File: config.mk
export PLATFORM = sky130hd
export DESIGN_NAME = sc_core32
export DESIGN_NICKNAME = d
export VERILOG_FILES = /design/src/rtl/sc_pkg.sv /design/src/rtl/sc_decode.sv /design/src/rtl/sc_alu.sv /design/src/rtl/sc_regfile.sv /design/src/rtl/sc_core32.sv
export SDC_FILE = /design/constraint.sdc
export NUM_CORES = 2
export LEC_CHECK = 0
export ABC_CLOCK_PERIOD_IN_PS = 7100
export CELL_PAD_IN_SITES_DETAIL_PLACEMENT = 1
export CELL_PAD_IN_SITES_GLOBAL_PLACEMENT = 2
export CORE_ASPECT_RATIO = 0.5
export CORE_MARGIN = 5
export CORE_UTILIZATION = 43
export DETAILED_ROUTE_END_ITERATION = 8
export PLACE_DENSITY_LB_ADDON = 0.1
export SYNTH_ARGS = -nofsm -noshare
export SYNTH_HDL_FRONTEND = slang
export SYNTH_SLANG_ARGS = --single-unit
export TNS_END_PERCENT = 1
File: constraint.sdc
create_clock -name clk -period 7.1 [get_ports clk]
set_clock_uncertainty 0.15 [all_clocks]
set_input_delay 0.71 -clock clk [delete_from_list [all_inputs] [get_ports clk]]
set_output_delay 0.71 -clock clk [all_outputs]
set_load 0.01 [all_outputs]
File: src/rtl/sc_pkg.sv
package sc_pkg;
  localparam logic [5:0] OP_REG   = 6'b000000;
  localparam logic [5:0] OP_LOAD  = 6'b100011;
  localparam logic [5:0] OP_STORE = 6'b101011;
  localparam logic [5:0] OP_BEQ   = 6'b000100;
  localparam logic [5:0] OP_BNE   = 6'b000101;

  localparam logic [5:0] FN_ADD = 6'b100000;
  localparam logic [5:0] FN_SUB = 6'b100010;
  localparam logic [5:0] FN_SLT = 6'b101010;

  typedef enum logic [1:0] {
    ALU_ADD = 2'd0,
    ALU_SUB = 2'd1,
    ALU_SLT = 2'd2
  } alu_op_e;

  typedef struct packed {
    logic    reg_we;     // result goes to the register file
    logic    dst_rd;     // destination field: 1 = rd, 0 = rt
    logic    use_imm;    // ALU B operand is the extended immediate
    logic    mem_to_reg; // write-back value comes from data memory
    logic    mem_we;     // store
    logic    br_eq;      // branch when operands are equal
    logic    br_ne;      // branch when operands differ
    alu_op_e alu_op;
  } ctrl_t;
endpackage

File: src/rtl/sc_decode.sv
module sc_decode
  import sc_pkg::*;
(
  input  logic [5:0] opcode,
  input  logic [5:0] funct,
  output ctrl_t      ctl
);
  always_comb begin
    ctl = '0;
    ctl.alu_op = ALU_ADD;
    unique case (opcode)
      OP_REG: begin
        ctl.dst_rd = 1'b1;
        case (funct)
          FN_ADD: begin ctl.reg_we = 1'b1; ctl.alu_op = ALU_ADD; end
          FN_SUB: begin ctl.reg_we = 1'b1; ctl.alu_op = ALU_SUB; end
          FN_SLT: begin ctl.reg_we = 1'b1; ctl.alu_op = ALU_SLT; end
          default: ctl.reg_we = 1'b0;
        endcase
      end
      OP_LOAD: begin
        ctl.reg_we     = 1'b1;
        ctl.use_imm    = 1'b1;
        ctl.mem_to_reg = 1'b1;
      end
      OP_STORE: begin
        ctl.use_imm = 1'b1;
        ctl.mem_we  = 1'b1;
      end
      OP_BEQ: begin
        ctl.br_eq  = 1'b1;
        ctl.alu_op = ALU_SUB;
      end
      OP_BNE: begin
        ctl.br_ne  = 1'b1;
        ctl.alu_op = ALU_SUB;
      end
      default: ctl = '0;
    endcase
  end
endmodule

File: src/rtl/sc_alu.sv
module sc_alu
  import sc_pkg::*;
#(
  parameter int W = 32
) (
  input  alu_op_e      op,
  input  logic [W-1:0] a,
  input  logic [W-1:0] b,
  output logic [W-1:0] y,
  output logic         zero
);
  logic [W-1:0] diff;
  logic         lt_signed;

  assign diff      = a - b;
  assign lt_signed = $signed(a) < $signed(b);

  always_comb begin
    case (op)
      ALU_SUB: y = diff;
      ALU_SLT: y = {{(W-1){1'b0}}, lt_signed};
      default: y = a + b;
    endcase
  end

  assign zero = (diff == '0);
endmodule

File: src/rtl/sc_regfile.sv
module sc_regfile #(
  parameter int W  = 32,
  parameter int AW = 5
) (
  input  logic          clk,
  input  logic          we,
  input  logic [AW-1:0] waddr,
  input  logic [W-1:0]  wdata,
  input  logic [AW-1:0] ra1,
  input  logic [AW-1:0] ra2,
  output logic [W-1:0]  rd1,
  output logic [W-1:0]  rd2
);
  localparam int NREG = 1 << AW;

  logic [W-1:0] mem [NREG];

  always_ff @(posedge clk) begin
    if (we && waddr != '0) mem[waddr] <= wdata;
  end

  assign rd1 = (ra1 == '0) ? '0 : mem[ra1];
  assign rd2 = (ra2 == '0) ? '0 : mem[ra2];
endmodule

File: src/rtl/sc_core32.sv
module sc_core32
  import sc_pkg::*;
#(
  parameter int XLEN   = 32,
  parameter int REG_AW = 5
) (
  input  logic            clk,
  input  logic            rst,
  output logic [XLEN-1:0] imem_addr,
  input  logic [31:0]     imem_rdata,
  output logic [XLEN-1:0] dmem_addr,
  output logic [XLEN-1:0] dmem_wdata,
  output logic            dmem_we,
  input  logic [XLEN-1:0] dmem_rdata
);
  localparam logic [XLEN-1:0] STEP = XLEN'(4);

  logic [XLEN-1:0]   pc_q, pc_inc, br_tgt, sext;
  logic [REG_AW-1:0] f_rs, f_rt, f_rd, rf_waddr;
  logic [XLEN-1:0]   rs_val, rt_val, alu_b, alu_y, rf_wdata;
  logic              alu_zero, take_br, rf_we;
  logic [4:0]        unused_shamt;
  ctrl_t             ctl;

  assign f_rs         = imem_rdata[25:21];
  assign f_rt         = imem_rdata[20:16];
  assign f_rd         = imem_rdata[15:11];
  assign unused_shamt = imem_rdata[10:6];
  assign sext         = {{(XLEN-16){imem_rdata[15]}}, imem_rdata[15:0]};

  sc_decode u_dec (
    .opcode (imem_rdata[31:26]),
    .funct  (imem_rdata[5:0]),
    .ctl    (ctl)
  );

  assign rf_we    = ctl.reg_we & ~rst;
  assign rf_waddr = ctl.dst_rd ? f_rd : f_rt;
  assign rf_wdata = ctl.mem_to_reg ? dmem_rdata : alu_y;

  sc_regfile #(.W(XLEN), .AW(REG_AW)) u_rf (
    .clk   (clk),
    .we    (rf_we),
    .waddr (rf_waddr),
    .wdata (rf_wdata),
    .ra1   (f_rs),
    .ra2   (f_rt),
    .rd1   (rs_val),
    .rd2   (rt_val)
  );

  assign alu_b = ctl.use_imm ? sext : rt_val;

  sc_alu #(.W(XLEN)) u_alu (
    .op   (ctl.alu_op),
    .a    (rs_val),
    .b    (alu_b),
    .y    (alu_y),
    .zero (alu_zero)
  );

  assign dmem_addr  = alu_y;
  assign dmem_wdata = rt_val;
  assign dmem_we    = ctl.mem_we & ~rst;

  assign take_br = (ctl.br_eq & alu_zero) | (ctl.br_ne & ~alu_zero);
  assign pc_inc  = pc_q + STEP;
  assign br_tgt  = pc_inc + (sext << 2);

  always_ff @(posedge clk) begin
    if (rst) pc_q <= '0;
    else     pc_q <= take_br ? br_tgt : pc_inc;
  end

  assign imem_addr = pc_q;

  // program counter is zero on the edge after reset
  p_reset_pc_r1: assert property (@(posedge clk) rst |=> imem_addr == '0);

  // sequential fetch when no branch is taken
  p_pc_step_r2: assert property (@(posedge clk) disable iff (rst)
    !take_br |=> imem_addr == $past(imem_addr) + STEP);

  // taken branch lands on PC+4 plus scaled offset
  p_br_target_r8: assert property (@(posedge clk) disable iff (rst)
    take_br |=> imem_addr == $past(imem_addr) + STEP + ($past(sext) << 2));

  // a store never writes the register file
  p_store_no_wb_r7: assert property (@(posedge clk) disable iff (rst)
    dmem_we |-> !rf_we);

  // register 0 reads as zero from the register file
  p_zero_reg_r10: assert property (@(posedge clk) disable iff (rst)
    (f_rs == '0) |-> (rs_val == '0));

  // a written register reads back its value on the next cycle
  p_wb_readback_r6: assert property (@(posedge clk) disable iff (rst)
    (rf_we && rf_waddr != '0) |=>
      (f_rs != $past(rf_waddr)) || (rs_val == $past(rf_wdata)));

  // set-less-than yields only 0 or 1
  p_slt_range_r5: assert property (@(posedge clk) disable iff (rst)
    (ctl.alu_op == ALU_SLT) |-> (alu_y[XLEN-1:1] == '0));
endmodule

---- After elaboration in Yosys (flattened, before gate mapping) ----
Memories as Yosys holds them, arrays and structs flattened.
Cells that the tools add are included.
word-level totals
  flip-flop bits (word level) ............. 32
  latch bits .............................. 0
  bits in writable memories ............... 1024
  memory bits (read-only) ................. 0
  word-level logic and storage cells ...... 51
  memories kept ........................... 1
operators by class
  $add $sub $neg .......................... 4
  multiply operators ...................... 0
  divide/modulo/power cells ............... 0
  order comparisons ....................... 1
  eq/ne operators ......................... 9
  shifts and indexed selects .............. 0
  mux-type cells .......................... 19
  bitwise logic cells ..................... 7
  reductions and logical operators ........ 9
memory list
  name      words  width  rd ports  clocked after memory_dff  write ports  RTL line          text
  u_rf.mem  32     32     2         0                         1            sc_regfile.sv:16  logic [W-1:0] mem [NREG];
operator list
  cell                                                                    number
  32-bit 2-to-1 mux                                                       5
  32-bit adder                                                            2
  32-bit one-hot mux with 2 select lines                                  1
  32-bit by 3-bit adder with 32-bit output (second input constant)        1
  32-bit logical NOT                                                      1
  32-bit < comparator                                                     1
  32-bit subtractor                                                       1
  6-bit equality test (second input constant)                             5
  6-bit by 3-bit equality test with 1-bit output (second input constant)  2
  5-bit logical NOT                                                       2
  1-bit 2-to-1 mux                                                        9
  2-bit one-hot mux with 2 select lines                                   2
  6-bit logical NOT                                                       1
  5-bit 2-to-1 mux                                                        1
  5-bit nonzero test                                                      1
  1-bit AND                                                               4
  2-bit OR reduction                                                      2
  3-bit OR reduction                                                      1
  2-bit by 1-bit equality test with 1-bit output (second input constant)  1
  2-bit equality test (second input constant)                             1
  1-bit NOT                                                               2
  1-bit one-hot mux with 2 select lines                                   1
  1-bit logical AND                                                       1
  1-bit OR                                                                1

---- Depth between registers and ports, before layout ----
  word-level depth ........................ 10
  gate-level depth with buffers ........... 24
  gate-level depth less buffers ........... 20

---- Modules after synthesis ----
Synthesis repeated with hierarchy kept, for this count alone.
unflattened totals
  cells, all modules ...................... 3730
  area, all modules ....................... 56281.5 um^2
modules (own cells, without submodules)
  module      instances  cells an instance  area an instance (um^2)  sequential area each (um^2)
  sc_regfile  1          2564               47929.7                  30749.5
  sc_alu      1          629                4122.7                   0.0
  sc_core32   1          518                4112.7                   600.6
  sc_decode   1          19                 116.4                    0.0

---- Least setup slack after synthesis ----
OpenSTA, ideal clock, no wires.
  kind .................................... input -> register
  from .................................... input port imem_rdata[16]
  to ...................................... memory u_rf.mem[0][28], data pin
  library setup time ...................... 0.398 ns
  arrival ................................. 6.597 ns
  required time ........................... 6.552 ns
  path slack .............................. -0.045 ns
  cell stages on the path ................. 18
  path buffers ............................ 3
  path through ............................ clkbuf_1 > clkbuf_1 > buf_1 > mux4_2 > mux4_2 > mux2i_1 > nor2_1 > mux2_2 > ha_1 > fa_1 > and2b_1 > o2111ai_1 > a31o_2 > a211o_1 > a21oi_2 > nor2_1 > or3_1 > a31oi_1
between the ends
  longest elaborated chain between the ends .. 6
  elaborated cells between the ends (all ways) .. 8
  those cells by class .................... add/sub (2); mux (4); reduce/logical (1); memory (1)
ends and longest elaborated chain
  item                                                            RTL line                    text
  start, declared                                                 sc_core32.sv:10             input logic [31:0] imem_rdata,
  memory 32 x 32 bit / 5-bit logical NOT (equally long branches)  n/a
  32-bit 2-to-1 mux *                                             sc_regfile.sv:23            assign rd2 = (ra2 == '0) ? '0 : mem[ra2];
  via dmem_wdata[0]                                               sc_core32.sv:12             output logic [XLEN-1:0] dmem_wdata,
  32-bit 2-to-1 mux *                                             sc_core32.sv:52             assign alu_b = ctl.use_imm ? sext : rt_val;
  32-bit adder / 32-bit subtractor (equally long branches)        sc_alu.sv:22, sc_alu.sv:15
  32-bit one-hot mux with 2 select lines *                        sc_alu.sv:19                case (op)
  32-bit 2-to-1 mux *                                             sc_core32.sv:39             assign rf_wdata = ctl.mem_to_reg ? dmem_rdata : alu_y;
  via rf_wdata[28]                                                sc_core32.sv:20             logic [XLEN-1:0] rs_val, rt_val, alu_b, alu_y, rf_wdata;
  end, declared                                                   sc_regfile.sv:16
The timed path passes the listed nets; every way through them passes the cells marked *.

---- Worst setup path after layout ----
  from .................................... input port imem_rdata[16]
  to ...................................... output port dmem_addr[30]
between the ends
  longest elaborated chain between the ends .. 5
  elaborated cells between the ends (all ways) .. 7
  those cells by class .................... add/sub (2); mux (3); reduce/logical (1); memory (1)
ends and longest elaborated chain
  item                                                            RTL line                    text
  memory 32 x 32 bit / 5-bit logical NOT (equally long branches)  n/a
  32-bit 2-to-1 mux *                                             sc_regfile.sv:23
  32-bit 2-to-1 mux *                                             sc_core32.sv:52
  32-bit adder / 32-bit subtractor (equally long branches)        sc_alu.sv:22, sc_alu.sv:15
  32-bit one-hot mux with 2 select lines *                        sc_alu.sv:19
  end, declared                                                   sc_core32.sv:11             output logic [XLEN-1:0] dmem_addr,
Every way passes the cells marked *; elsewhere a longest branch is shown, timed or not.

==> impl_metrics.tcl <==
set metrics [dict create \
    run_status "finished with violations" \
    violations "negative setup slack" \
    timing.fmax_mhz 140.8 \
    final_util 0.5291 \
    drv_slew 0 \
    num-nets-final 3885 \
    final_common_cell "edfxtp_1" \
    tritoncts "yes" \
    cts_sinks 1054 \
    syn-mean-instance-area_sq_um 17.56 \
    synth_area_sq_um 54800 \
    cts-htree-levels 3 \
    yosysWarnings 0 \
    wl_per_cell_um 35.18 \
    drive_gt1_frac 0.3882 \
    die-area_sq_um 135100 \
    start_util 0.4340 \
    dpl.hpwl_um 129000 \
    rsz0062_at_grt "yes" \
    combPwrFrac 0.260 \
    slew_headroom 0.1892 \
    ys_types 83 \
    dpl-instance-area_sq_um 62760 \
    endpoint_kind "primary output" \
    dr_total_vias 35440 \
    io_buffers 160 \
    grt_usage 0.2821 \
    peakVddDrop_mv 0.1984 \
    first_pass_iters 5 \
    synth_top_flop_cell "edfxtp_1" \
    cp.required_ns 6.24 \
    core_area_sq_um 126300 \
    worst_slack_ns -0.003889 \
    final_cell_mix "1024 x edfxtp_1, 640 x mux4_2, 443 x buf_4, 174 x nor2_1, 147 x clkdlybuf4s50_1" \
    grt_pass1_vias 36460 \
    hold_end "imem_addr[2]$_SDFF_PP0_" \
    min_period_over_period 1.001 \
    grt_max_degree 69 \
    die_h_um 262.4 \
    critical_path_class "primary input to primary output" \
    maxCapViolCount 0 \
    rr_endpoint "imem_addr[28]$_SDFF_PP0_" \
    reg2regPathDepth 22 \
    min_path_type "register to register" \
    synth_top_area_frac 0.5611 \
    grt-ovfl-total 0 \
    fin_area_sq_um 66810 \
    place_ws_ns -0.5971 \
    whs_path_depth 1 \
    root_buffer "clkbuf_16" \
    cp_data_arrival_time_ns 6.24 \
    rows 92 \
    tns_ns -0.003889 \
    setup_viol 1 \
    io_pins 163 \
    clkSlewWorstSetupHoldPaths_ns 0.06 \
    period_minus_slack_ns 7.104 \
    switchingPower_w 0.005312 \
    synth-edff-count 1024 \
    ant_nets 0 \
    drt_iter0_drc 4638 \
    power_leakage_nw 22.60 \
    ys_top_cells_by_area "edfxtp_1 56%, mux4_2 26%, ha_1 2.2%" \
    clk_latency_ns 0.74 \
    r2r_start "u_rf.mem[11][0]$_DFFE_PP_" \
    p_clk_frac 0.309 \
    synthCells 3121 \
    cts_buffers 98 \
    intPower_w 0.01267 \
    antenna_found_initial 5 \
    synthArstFlopShare 0 \
    viasPerCell 6.447 \
    hp-start "imem_addr[2]$_SDFF_PP0_" \
    worst_pin_slew_ns 1.212 \
    r2r_slack_ns 0.47 \
    p_per_area_nw_per_um2 269.2 \
    hold_viol 0 \
    cp_max_fo 6 \
    p_sw_frac 0.2954 \
    yosysTopAreaCell "edfxtp_1" \
    critPathLaunchType "primary input" \
    seq_area_frac_synth 0.5721 \
    area_growth_pct 21.92 \
    ys_ff_latch 1054 \
    holdWs_ns 0.4419 \
    remaining_drc_errors 0 \
    drt-total-wl_um 193400 \
    routabilityCongestion 0.8851 \
    chipWidth_um 514.9 \
    p_seq_frac 0.431 \
    clock_path_buffers 3 \
    grt_pass1_wl_um 272900 \
]
==> flip-flops by register name (all words and copies together) (netlist names) <==
signal,count
imem_addr,30
u_rf.mem,1024
==> repair_timing <==
item / 4_1_cts / 5_1_grt
hold buffers: 0 / 0
pin swaps: 6 / 8
setup endpoints to repair: 18 / 19
buffers inserted: 6 / 1
gates cloned: 6 / 1
endpoints found under the hold margin: 0 / 0
resized for setup: 56 / 48
==> synthesized netlist by cell type (25+ instances only) <==
library cell,count
edfxtp_1,1024
mux4_2,640
nor2_1,211
clkbuf_1,159
a21oi_1,120
ha_1,95
nand2_1,94
mux2i_1,88
inv_1,77
xnor2_1,54
buf_1,46
o21ai_0,44
nand3_1,33
mux2_2,32
dfxtp_1,30
xor2_1,25
==> worst max path at each step <==
| stage | cells past startpoint | to | start |
|---|---|---|---|
| after floorplan | 23 | u_rf.mem[0][20]$_DFFE_PP_ | imem_rdata[21] |
| after global placement | 23 | imem_addr[26]$_SDFF_PP0_ | imem_rdata[16] |
| after detailed placement | 24 | imem_addr[3]$_SDFF_PP0_ | imem_rdata[16] |
| after CTS | 22 | dmem_addr[30] | imem_rdata[16] |
| after global routing | 22 | dmem_addr[30] | imem_rdata[16] |
| final | 22 | dmem_addr[30] | imem_rdata[16] |
==> through the flow <==
stage	instances	power (W)
after floorplan	3154	0.01005
after global placement	5299	0.01230
after detailed placement	5299	0.01242
after CTS	5495	0.01800
after global routing	5497	0.01863
final	5498	0.01799
==> area by class of cell <==
cell class / instances / area [sq um]
Fill cell: 11530 / 59460
Antenna cell: 1 / 2.502
Multi-Input combinational cell: 1804 / 23030
Inverter: 78 / 292.8
Clock inverter: 65 / 780.7
Sequential cell: 1054 / 31350
Clock buffer: 119 / 2531
Tap cell: 1692 / 2117
Timing Repair Buffer: 685 / 6705
==> cells by family (layout without fill, tap and decap cells) <==
kind of cell             after synthesis  after routing  share of synthesized area
flip-flops                          1054           1054                     0.5721
multiplexers                         760            760                     0.2857
AND/OR/NAND/NOR                      463            463                    0.03877
AO/OA/AOI/OAI                        370            370                    0.04678
buffers and inverters                296            947                    0.02119
adder cells (fa/ha/maj)               98             98                    0.02279
XOR/XNOR                              79             79                    0.01263
other                                  1             35                 0.00006843
==> per-layer routing <==
metal	wire, um	GRT usage
met1	84440	0.4321
met2	86860	0.4231
met3	18020	0.05091
met5	13	0
met4	4068	0.06321
==> power groups by stage <==
stage / Combinational, W / Clock (W) / Sequential [W]
detailed placement: 0.00453 / 0 / 0.00789
CTS: 0.00461 / 0.00564 / 0.00775
global placement: 0.00442 / 0 / 0.00788
finish: 0.00468 / 0.00555 / 0.00775
floorplan: 0.00217 / 0 / 0.00787
global route: 0.00495 / 0.00592 / 0.00775
==> worst max-delay path: stages <==
cell             delay (ns)
bufbuf_16              0.28
buf_16                 0.15
mux4_2                 0.51
mux4_2                 0.51
mux2i_1                0.19
nor2_2                 0.11
mux2_2                 0.31
ha_1                   0.22
fa_1                   0.47
and2b_1                0.25
o2111ai_2              0.15
a31o_2                 0.30
a211o_4                0.36
a21oi_4                0.16
buf_4                  0.12
buf_4                  0.09
o2111a_1               0.16
a311o_1                0.19
a211oi_2               0.10
o311ai_2               0.10
buf_4                  0.21
clkdlybuf4s50_1        0.54
No activity file was read; power rests on OpenSTA's default activity.
